`src/rtl/alu_pkg.sv`:
```
package alu_pkg;

  typedef enum logic [1:0] {
    ALU_OP_AND  = 2'b00,
    ALU_OP_OR   = 2'b01,
    ALU_OP_SUM  = 2'b10,
    ALU_OP_LESS = 2'b11
  } alu_op_e;

  // Output mux shared by every slice: all candidates exist, op picks one.
  function automatic logic alu_pick(input alu_op_e op, input logic and_v,
                                    input logic or_v, input logic sum_v,
                                    input logic less_v);
    logic r;
    unique case (op)
      ALU_OP_AND: r = and_v;
      ALU_OP_OR:  r = or_v;
      ALU_OP_SUM: r = sum_v;
      default:    r = less_v;
    endcase
    return r;
  endfunction

endpackage

```
`src/rtl/alu_full_adder.sv`:
```
module alu_full_adder (
  input  logic x_i,
  input  logic y_i,
  input  logic c_i,
  output logic s_o,
  output logic c_o
);

  // Sum is high for an odd count of ones among the three inputs.
  always_comb begin
    s_o = x_i ^ y_i ^ c_i;
    c_o = (x_i & y_i) | (x_i & c_i) | (y_i & c_i);
  end

endmodule

```
`src/rtl/alu_bit_slice.sv`:
```
module alu_bit_slice
  import alu_pkg::*;
(
  input  logic    a_i,
  input  logic    b_i,
  input  logic    a_inv_i,
  input  logic    b_inv_i,
  input  logic    carry_i,
  input  logic    less_i,
  input  alu_op_e op_i,
  output logic    res_o,
  output logic    carry_o
);

  logic a_sel, b_sel, sum_w;

  always_comb begin
    a_sel = a_inv_i ? ~a_i : a_i;
    b_sel = b_inv_i ? ~b_i : b_i;
  end

  alu_full_adder fa_i (
    .x_i (a_sel),
    .y_i (b_sel),
    .c_i (carry_i),
    .s_o (sum_w),
    .c_o (carry_o)
  );

  always_comb res_o = alu_pick(op_i, a_sel & b_sel, a_sel | b_sel, sum_w, less_i);

endmodule

```
`src/rtl/alu_top_slice.sv`:
```
module alu_top_slice
  import alu_pkg::*;
(
  input  logic    a_i,
  input  logic    b_i,
  input  logic    a_inv_i,
  input  logic    b_inv_i,
  input  logic    carry_i,
  input  logic    less_i,
  input  alu_op_e op_i,
  output logic    res_o,
  output logic    carry_o,
  output logic    ovf_o,
  output logic    set_o
);

  logic a_sel, b_sel, sum_w;

  always_comb begin
    a_sel = a_inv_i ? ~a_i : a_i;
    b_sel = b_inv_i ? ~b_i : b_i;
  end

  alu_full_adder fa_i (
    .x_i (a_sel),
    .y_i (b_sel),
    .c_i (carry_i),
    .s_o (sum_w),
    .c_o (carry_o)
  );

  // Overflow: carry entering the sign slice differs from carry leaving it.
  // Set: sign of the difference, flipped when that sign is known wrong.
  always_comb begin
    ovf_o = carry_i ^ carry_o;
    set_o = sum_w ^ ovf_o;
    res_o = alu_pick(op_i, a_sel & b_sel, a_sel | b_sel, sum_w, less_i);
  end

endmodule

```
`src/rtl/alu_ripple.sv`:
```
module alu_ripple
  import alu_pkg::*;
#(
  parameter int WIDTH = 32
) (
  input  logic [WIDTH-1:0] a_i,
  input  logic [WIDTH-1:0] b_i,
  input  logic             a_inv_i,
  input  logic             b_inv_i,
  input  logic [1:0]       op_i,
  output logic [WIDTH-1:0] result_o,
  output logic             carry_o,
  output logic             ovf_o,
  output logic             zero_o
);

  localparam int MSB = WIDTH - 1;

  alu_op_e          op_w;
  logic [WIDTH:0]   carry_w;
  logic [WIDTH-1:0] less_w;
  logic [WIDTH-1:0] res_w;
  logic             set_w;

  always_comb begin
    op_w       = alu_op_e'(op_i);
    carry_w[0] = b_inv_i;          // +1 of the two's complement for SUB/SLT
    less_w     = '0;
    less_w[0]  = set_w;            // compare result returns to bit 0
  end

  for (genvar i = 0; i < WIDTH; i++) begin : g_slice
    if (i == MSB) begin : g_top
      alu_top_slice slice_i (
        .a_i     (a_i[i]),
        .b_i     (b_i[i]),
        .a_inv_i (a_inv_i),
        .b_inv_i (b_inv_i),
        .carry_i (carry_w[i]),
        .less_i  (less_w[i]),
        .op_i    (op_w),
        .res_o   (res_w[i]),
        .carry_o (carry_w[i+1]),
        .ovf_o   (ovf_o),
        .set_o   (set_w)
      );
    end else begin : g_low
      alu_bit_slice slice_i (
        .a_i     (a_i[i]),
        .b_i     (b_i[i]),
        .a_inv_i (a_inv_i),
        .b_inv_i (b_inv_i),
        .carry_i (carry_w[i]),
        .less_i  (less_w[i]),
        .op_i    (op_w),
        .res_o   (res_w[i]),
        .carry_o (carry_w[i+1])
      );
    end
  end

  always_comb begin
    result_o = res_w;
    carry_o  = carry_w[WIDTH];
    zero_o   = ~|res_w;
  end

endmodule

```
`config.mk`:
```
export PLATFORM = sky130hd
export DESIGN_NAME = alu_ripple
export DESIGN_NICKNAME = d
export VERILOG_FILES = /design/src/rtl/alu_pkg.sv /design/src/rtl/alu_full_adder.sv /design/src/rtl/alu_bit_slice.sv /design/src/rtl/alu_top_slice.sv /design/src/rtl/alu_ripple.sv
export SDC_FILE = /design/constraint.sdc
export NUM_CORES = 1
export LEC_CHECK = 0
export BUFFER_PORTS_ARGS = -buffer_cell sky130_fd_sc_hd__buf_4
export CAP_MARGIN = 40
export CORE_MARGIN = 2
export CORE_UTILIZATION = 33
export DETAILED_ROUTE_END_ITERATION = 10
export GPL_ROUTABILITY_DRIVEN = 0
export PLACE_DENSITY = 0.66
export SLEW_MARGIN = 20
export SYNTH_ARGS = -nofsm -noshare
export SYNTH_HDL_FRONTEND = slang
export SYNTH_SLANG_ARGS = --single-unit
```
`constraint.sdc`:
```
create_clock -name vclk -period 30.1
set_input_delay 1.505 -clock vclk [all_inputs]
set_output_delay 1.505 -clock vclk [all_outputs]
set_load 0.005 [all_outputs]
```
# == Word-level counts from Yosys, hierarchy flattened ==
# Index checks and enable logic that the tools add are counted.
# word_totals
out_inout_bits,35
reg_bits,0
# classes
n_reduce_logical,3
muxes,96
n_bitwise,322
n_eq_ne,2
# op_table
operator,n
$and A1 B1 Y1,96
$or A1 B1 Y1,96
$pmux W1 S3,32
$xor A1 B1 Y1,66
$mux W1,64
$not A1 Y1,64
$reduce_or A32 Y1,1
$eq A2 B1 Y1 const B,1
$eq A2 B2 Y1 const B,1
$logic_not A2 Y1,1
$logic_not A1 Y1,1

# == Logic depth before layout (Yosys ltp) ==
# Gate-level depths: netlist of the first run.
# logic_depth
ltp_word,103
mapped_depth,40
mapped_depth_nobuf,38

# == Cells and area by module ==
# Synthesis of the first run repeated with hierarchy kept, for this count alone.
# unflattened
hier_cells,270
hier_area_um2,2255.9
# modules_own_cells
module,cells_per_inst,seq_area_each_um2,n_inst,area_each_um2
alu_bit_slice,7,0.0,31,47.5
alu_full_adder,1,0.0,32,20.0
alu_ripple,12,0.0,1,76.3
alu_top_slice,9,0.0,1,65.1

# == Worst setup path after synthesis of the first run ==
# Ideal clock, no wire load.
# synth_path
path_kind,input to output
start,input a_inv_i
end,output zero_o
path_slack_ps,14098
path_buffers,2
arrival_ps,14497
cell_stages,40
cell_sequence,clkbuf_1 buf_2 xnor2_1 inv_1 fa_1 fa_1 inv_1 fa_1 fa_1 fa_1 fa_1 fa_1 fa_1 fa_1 fa_1 fa_1 fa_1 fa_1 (+4 left out) fa_1 fa_1 fa_1 fa_1 fa_1 fa_1 fa_1 fa_1 fa_1 fa_1 fa_1 fa_1 fa_1 fa_1 mux4_2 nor4_1 nand2_1 nor3_2
# synth_via
elab_chain_len,102
elab_cells_between_ends,323
cone_classes,64 x mux; 257 x bitwise; 2 x reduce/logical
# synth_lines
element,line,text
"start, declared",alu_ripple.sv:8,"input logic a_inv_i,"
$mux W1,alu_bit_slice.sv:18,a_sel = a_inv_i ? ~a_i : a_i;
$and A1 B1 Y1 (on tied branches),"alu_full_adder.sv:12, alu_bit_slice.sv:30",
$or A1 B1 Y1 (2 in a row),alu_full_adder.sv:12,c_o = (x_i & y_i) | (x_i & c_i) | (y_i & c_i);
$and A1 B1 Y1,alu_full_adder.sv:12,
$or A1 B1 Y1 (2 in a row),alu_full_adder.sv:12,
$and A1 B1 Y1,alu_full_adder.sv:12,
$or A1 B1 Y1 (2 in a row),alu_full_adder.sv:12,
$and A1 B1 Y1,alu_full_adder.sv:12,
(+83 left out),--,
$and A1 B1 Y1,alu_full_adder.sv:12,
$or A1 B1 Y1 (2 in a row),alu_full_adder.sv:12,
$xor A1 B1 Y1,alu_top_slice.sv:35,ovf_o = carry_i ^ carry_o;
$xor A1 B1 Y1,alu_top_slice.sv:36,set_o = sum_w ^ ovf_o;
$pmux W1 S3 *,alu_pkg.sv:15,unique case (op)
net g_slice[0].g_low.slice_i.res_o,alu_bit_slice.sv:11,"output logic res_o,"
$reduce_or A32 Y1 *,alu_ripple.sv:65,zero_o = ~|res_w;
$logic_not A1 Y1 *,alu_ripple.sv:65,
"end, declared",alu_ripple.sv:14,output logic zero_o
# Mark *: on every way through the listed nets, which the timed path passes. The rest lies on a longest branch.

# == Worst setup path after layout of the first run ==
# layout_path
start,input a_inv_i
end,output zero_o
# layout_via
elab_chain_len,102
elab_cells_between_ends,323
cone_classes,64 x mux; 257 x bitwise; 2 x reduce/logical
# layout_lines
element,line
$mux W1,alu_bit_slice.sv:18
$and A1 B1 Y1 (on tied branches),"alu_full_adder.sv:12, alu_bit_slice.sv:30"
$or A1 B1 Y1 (2 in a row),alu_full_adder.sv:12
$and A1 B1 Y1,alu_full_adder.sv:12
$or A1 B1 Y1 (2 in a row),alu_full_adder.sv:12
$and A1 B1 Y1,alu_full_adder.sv:12
$or A1 B1 Y1 (2 in a row),alu_full_adder.sv:12
$and A1 B1 Y1,alu_full_adder.sv:12
(+81 left out),--
$or A1 B1 Y1 (2 in a row),alu_full_adder.sv:12
$and A1 B1 Y1,alu_full_adder.sv:12
$or A1 B1 Y1 (2 in a row),alu_full_adder.sv:12
$xor A1 B1 Y1,alu_top_slice.sv:35
$xor A1 B1 Y1,alu_top_slice.sv:36
$pmux W1 S3,alu_pkg.sv:15
$reduce_or A32 Y1 *,alu_ripple.sv:65
$logic_not A1 Y1 *,alu_ripple.sv:65
# Every way passes the cells marked *; elsewhere a longest branch is shown, timed or not.

==> out/results.tsv, run 1 <==
stage	metric	value	unit
floorplan	top-level I/O count	103	
power	Net Sw Frac	0.527	
synth	total of warnings raised by yosys	0	
hold_path	min-delay worst type	in -> out	
critical_path	CP bufs+invs	3	
sta	worst slew pin tran	0.688	ns
critical_path	Worst Path Required	28.60	ns
synth	post-synthesis compound-gate area fraction	0.0591	
cts	CTS Hold Bufs	0	
sta	Tmin final	16.97	ns
layout	nets@finish	609	
power	P per Cell Area	21.9	nW/um^2
placement	IO buf count	103	
layout	FF/Latch Area	0	um^2
power	VDD IR max	7.70	uV
layout	most frequent cells in the layout	103 x buf_4, 100 x inv_1, 64 x ha_1, 63 x xor2_1, 32 x fa_1	
sta	fin crit share	0.564	
synth	Syn Nets	555	
layout	Layout area overhead	17.3	%
global_routing	Remaining Overflow, GRT	0	
placement	post-DP HPWL	6.25	mm
detailed_routing	wire per inst	13.2	um
floorplan	die area	11000	um^2
power	Logic pwr share	1.000	
critical_path	worst path arrival time	15.47	ns
floorplan	row cnt	36	
sta	max frequency	58.9	MHz
global_routing	largest net degree at the start of global routing	35	
critical_path	crit start category	input port	
floorplan	Die H	105	um
detailed_routing	drt via density	4.36	
layout	seq_cells	0	
power	Pleak	2.21	nW
detailed_routing	DR DRC count	0	
cts	postcts setup bufs	0	
synth	Post-Synthesis Cells	391	
critical_path	critical path capture point type	primary output	
power	Flop pwr share	0	
floorplan	Initial Util	0.343	
layout	final design instance area without fill	3950	um^2
synth	Seq/Total Area, Yosys	0	
sta	Final setup viols	0	
detailed_routing	DR vias	2513	
sta	Fin. Hold Viols	0	
global_routing	Tot GR Track Use	0.136	
global_routing	initial antenna violation count	0	
global_routing	global-route wire length before repair	12.6	mm
synth	post-synthesis cell area	3370	um^2
detailed_routing	drt initial violations	57	
detailed_routing	TritonRoute pass-1 iters	4	
layout	n_diodes	0	
placement	dpl cell area	3950	um^2
layout	clock buffers	0	
critical_path	worst-path fanout max	32	
synth	Post-Synth Adder-Cell Area	0.428	
synth	post-synthesis simple-gate area fraction	0.0256	
power	internal power	0.0409	mW
synth	post-synth cell types	19	
layout	non-filler instance count after layout	576	
placement	Placed Instances	576	
detailed_routing	Detailed Route WL	7.60	mm
sta	Slew Limit Fails	0	
power	Net Sw Power	0.0456	mW
floorplan	die width	105	um
critical_path	Max stage delay on crit path	0.50	ns
run_status	outcome	completed	
synth	mux share of post-synthesis cell area	0.0988	
critical_path	Top Family by Delay on Critical Path	adder cells	
layout	layout cell share with drive strength beyond 1	0.239	
detailed_routing	DRT antenna net count	0	
critical_path	crit path kind	in -> out	
synth	XOR/XNOR share of the synthesized area	0.172	
sta	RSZ-0062 raised after global routing	false	
power	power share of the clock group	0	
critical_path	CP max-delay cell	mux4_2	
sta	Worst slew margin	0.541	
synth	Synth area leaders	ha_1 24%, fa_1 19%, xor2_1 16%	
cts	Resized Gates After CTS	0	
run	number of max-cap violations	0	
synth	area leader, netlist	ha_1	
global_routing	vias in the first global route	2777	
layout	filler cell count in the final layout	1041	
layout	area of the multi-input gates	2640	um^2
critical_path	cell mode on critical path	fa_1	
layout	commonest non-fill, non-tap cell in the layout	buf_4	
sta	TNS Setup	0	ns
synth	largest family of logic cells by synthesized area	adder cells	
synth	top cell type's share of synthesized area	0.238	
floorplan	Core ar.	9820	um^2
synth	Syn Area/Cell	8.61	um^2
==> Yosys cell counts <==
library cell  number
nand2_1            2
buf_2             11
buf_6              3
ha_1              64
a21oi_1            1
inv_1            100
mux4_2             1
xnor2_1            3
nor4_1             8
o22ai_1           31
nor2_1             1
mux2i_1           31
fa_1              32
nor3_2             1
xor2_1            63
nand2b_2           1
buf_4             34
nand4_1            1
clkbuf_1           3
==> power by group through the flow <==
| stage | sequential (mW) | clock (mW) | combinational (mW) |
|---|---|---|---|
| 6_report | 0 | 0 | 0.0866 |
| 5_1_grt | 0 | 0 | 0.0986 |
| 4_1_cts | 0 | 0 | 0.0879 |
| 3_5_place_dp | 0 | 0 | 0.0877 |
| 3_3_place_gp | 0 | 0 | 0.0845 |
| 2_1_floorplan | 0 | 0 | 0.0639 |
==> path summary, 6_finish.rpt <==
path                     from  depth (start not counted)          end  slack, ns
worst min-delay path  op_i[1]                          3  result_o[4]       3.60
worst max-delay path  a_inv_i                         40       zero_o      13.13
==> kinds of logic after synthesis <==
kind of cell / after synthesis
simple gates: 14
compound gates: 32
buf+inv: 151
fa+ha+maj: 96
mux: 32
xor+xnor: 66
==> per-layer routing <==
layer / vias up / part of all wire / track usage
li1: 1248 / - / -
met1: 1191 / 0.42 / 0.169
met2: 70 / 0.52 / 0.263
met3: 4 / 0.051 / 0.0131
met4: 0 / 0.0057 / 0.0114
met5: - / 0 / 0
==> stage by stage <==
stage / worst slack [ns] / util / hold WS [ns] / power, mW
3_3_place_gp: 13.30 / 0.403 / 3.60 / 0.0845
4_1_cts: 13.08 / 0.403 / 3.59 / 0.0879
3_5_place_dp: 13.15 / 0.403 / 3.59 / 0.0877
2_1_floorplan: 14.10 / - / 3.38 / 0.0639
5_1_grt: 12.48 / 0.403 / 3.63 / 0.0986
6_report: 13.13 / 0.403 / 3.60 / 0.0866
==> layout make-up <==
type / count / area share
Multi-Input combinational cell: 240 / 0.667
Inverter: 100 / 0.0950
Timing Repair Buffer: 103 / 0.196
Tap cell: 133 / 0.0421
==> worst min-delay path: stages <==
cell and delay (ns):
buf_4 0.23, o22ai_1 0.20, buf_4 0.15
Power figures use the tool's default switching activity.
==> run 2: changes to the inputs <==
Settings changed: PLACE_DENSITY 0.66 to 0.69.
Clock period 30.1 ns to 13.8 ns, I/O delays scaled along.
==> out/results.tsv, run 2 (same netlist as run 1, synthesis figures left out) <==
stage	metric	value	unit	change
cts	CTS Hold Bufs	0		unchanged
detailed_routing	TritonRoute pass-1 iters	4		unchanged
critical_path	crit start category	input port		
sta	Worst slew margin	0.540		-0.00122
global_routing	largest net degree at the start of global routing	34		-2.9%
power	Net Sw Power	0.106	mW	+130%
sta	Slew Limit Fails	0		unchanged
floorplan	die width	105	um	unchanged
global_routing	GRT met2 Usage	0.251		-0.0116
layout	non-filler instance count after layout	599		+4.0%
sta	worst slew pin tran	0.690	ns	+0.00183 ns
layout	Layout area overhead	26.2	%	
power	P per Cell Area	49.1	nW/um^2	+120%
power	power share of the clock group	0		unchanged
layout	nets@finish	632		+3.8%
detailed_routing	Detailed Route WL	7.73	mm	+1.6%
detailed_routing	DRT antenna net count	0		unchanged
layout	most frequent cells in the layout	126 x buf_4, 100 x inv_1, 64 x ha_1, 62 x xor2_1		
global_routing	met1 Use GR	0.168		-0.000574
critical_path	Worst setup startpoint	a_inv_i		
sta	Tmin final	13.64	ns	
run_status	outcome	completed		
detailed_routing	drt via density	4.42		+1.3%
sta	RSZ-0062 raised after global routing	true		
placement	dpl cell area	4150	um^2	+4.9%
critical_path	crit path kind	in -> out		
global_routing	Remaining Overflow, GRT	0		unchanged
layout	commonest non-fill, non-tap cell in the layout	buf_4		
layout	n_diodes	0		unchanged
power	internal power	0.103	mW	+150%
critical_path	Max stage delay on crit path	0.54	ns	+0.04 ns
global_routing	global-route wire length before repair	12.6	mm	about the same
hold_path	Hold Path Origin	op_i[1]		
sta	post-route setup slack	0.162	ns	-12.96 ns
sta	fin crit share	0.988		
floorplan	Core ar.	9820	um^2	unchanged
floorplan	Initial Util	0.343		unchanged
critical_path	worst-path fanout max	3		-91%
sta	Fin. Hold Viols	0		unchanged
power	Net Sw Frac	0.508		-0.0188
placement	post-DP HPWL	6.30	mm	+0.72%
layout	seq_cells	0		unchanged
detailed_routing	DR vias	2648		+5.4%
layout	clock buffers	0		unchanged
sta	max frequency	73.3	MHz	
power	Pleak	2.31	nW	+4.4%
power	Logic pwr share	1.000		about the same
layout	layout cell share with drive strength beyond 1	0.352		+0.113
critical_path	Worst Path Required	13.11	ns	-15.49 ns
critical_path	critical path capture point type	primary output		
floorplan	row cnt	36		unchanged
global_routing	vias in the first global route	2835		+2.1%
global_routing	initial antenna violation count	0		unchanged
placement	dpl ws	-0.701	ns	-13.85 ns
global_routing	gr busiest metal	met2		
sta	Final setup viols	0		unchanged
critical_path	cell mode on critical path	fa_2		
placement	Placed Instances	598		+3.8%
floorplan	Die H	105	um	unchanged
layout	FF/Latch Area	0	um^2	unchanged
detailed_routing	drt initial violations	54		-5.3%
global_routing	GR Util met3	0.0119		-0.00125
floorplan	top-level I/O count	103		unchanged
placement	IO buf count	103		unchanged
hold_path	min-delay worst type	in -> out		
critical_path	CP max-delay cell	mux4_2		
layout	final design instance area without fill	4250	um^2	+7.6%
power	VDD IR max	27.4	uV	+260%
power	Flop pwr share	0		unchanged
sta	worst hold slack	2.00	ns	-1.60 ns
detailed_routing	wire per inst	12.9	um	-2.3%
detailed_routing	DR DRC count	0		unchanged
floorplan	die area	11000	um^2	unchanged
run	number of max-cap violations	0		unchanged
critical_path	worst path arrival time	12.95	ns	-2.52 ns
global_routing	Tot GR Track Use	0.135		-0.00110
run 2: cell types whose count changed in the layout (fill, tap and decap cells not counted), sizes merged:
| cell | change |
|---|---|
| buf | +23 |
run 2: power groups by stage:
| stage | clock, mW | sequential [mW] | combinational (mW) |
|---|---|---|---|
| 3_5_place_dp | 0 | 0 | 0.201 |
| 3_3_place_gp | 0 | 0 | 0.193 |
| 5_1_grt | 0 | 0 | 0.236 |
| 2_1_floorplan | 0 | 0 | 0.142 |
| 6_report | 0 | 0 | 0.209 |
| 4_1_cts | 0 | 0 | 0.207 |
run 2: per-stage QoR:
stage / setup TNS [ns] / utilization / total power [mW]
floorplan: 0 / - / 0.142
global placement: -0.569 / 0.422 / 0.193
detailed placement: -0.851 / 0.422 / 0.201
CTS: 0 / 0.428 / 0.207
global route: -0.159 / 0.433 / 0.236
finish: 0 / 0.433 / 0.209
run 2: routing by layer:
layer	wire length [um]	vias up
met5	0	-
met4	193	0
met3	330	14
met2	3950	75
met1	3250	1264
li1	-	1295
run 2: cell type report:
class | instances | area (um^2)
Fill cell | 1000 | 5570
Multi-Input combinational cell | 240 | 2760
Timing Repair Buffer | 126 | 946
Inverter | 100 | 375
Tap cell | 133 | 166
run 2: what timing repair did:
action / CTS / global route
endpoints found under the setup margin: 3 / 1
resized for setup: 18 / 7
pin swaps: 7 / 8
endpoints found under the hold margin: 0 / 0
setup buffers: 0 / 1
run 2: path summary, 6_finish.rpt:
kind                  cells after the start           to
worst max-delay path                     40       zero_o
worst min-delay path                      3  result_o[8]
run 2: worst max-delay path, delay by kind of cell:
kind	cells	cell delay, ns
AO/OA/AOI/OAI	1	0.17
XOR/XNOR	1	0.15
adder cells (fa/ha/maj)	31	10.54
buffers and inverters	3	0.33
multiplexers	1	0.54
AND/OR/NAND/NOR	3	0.51
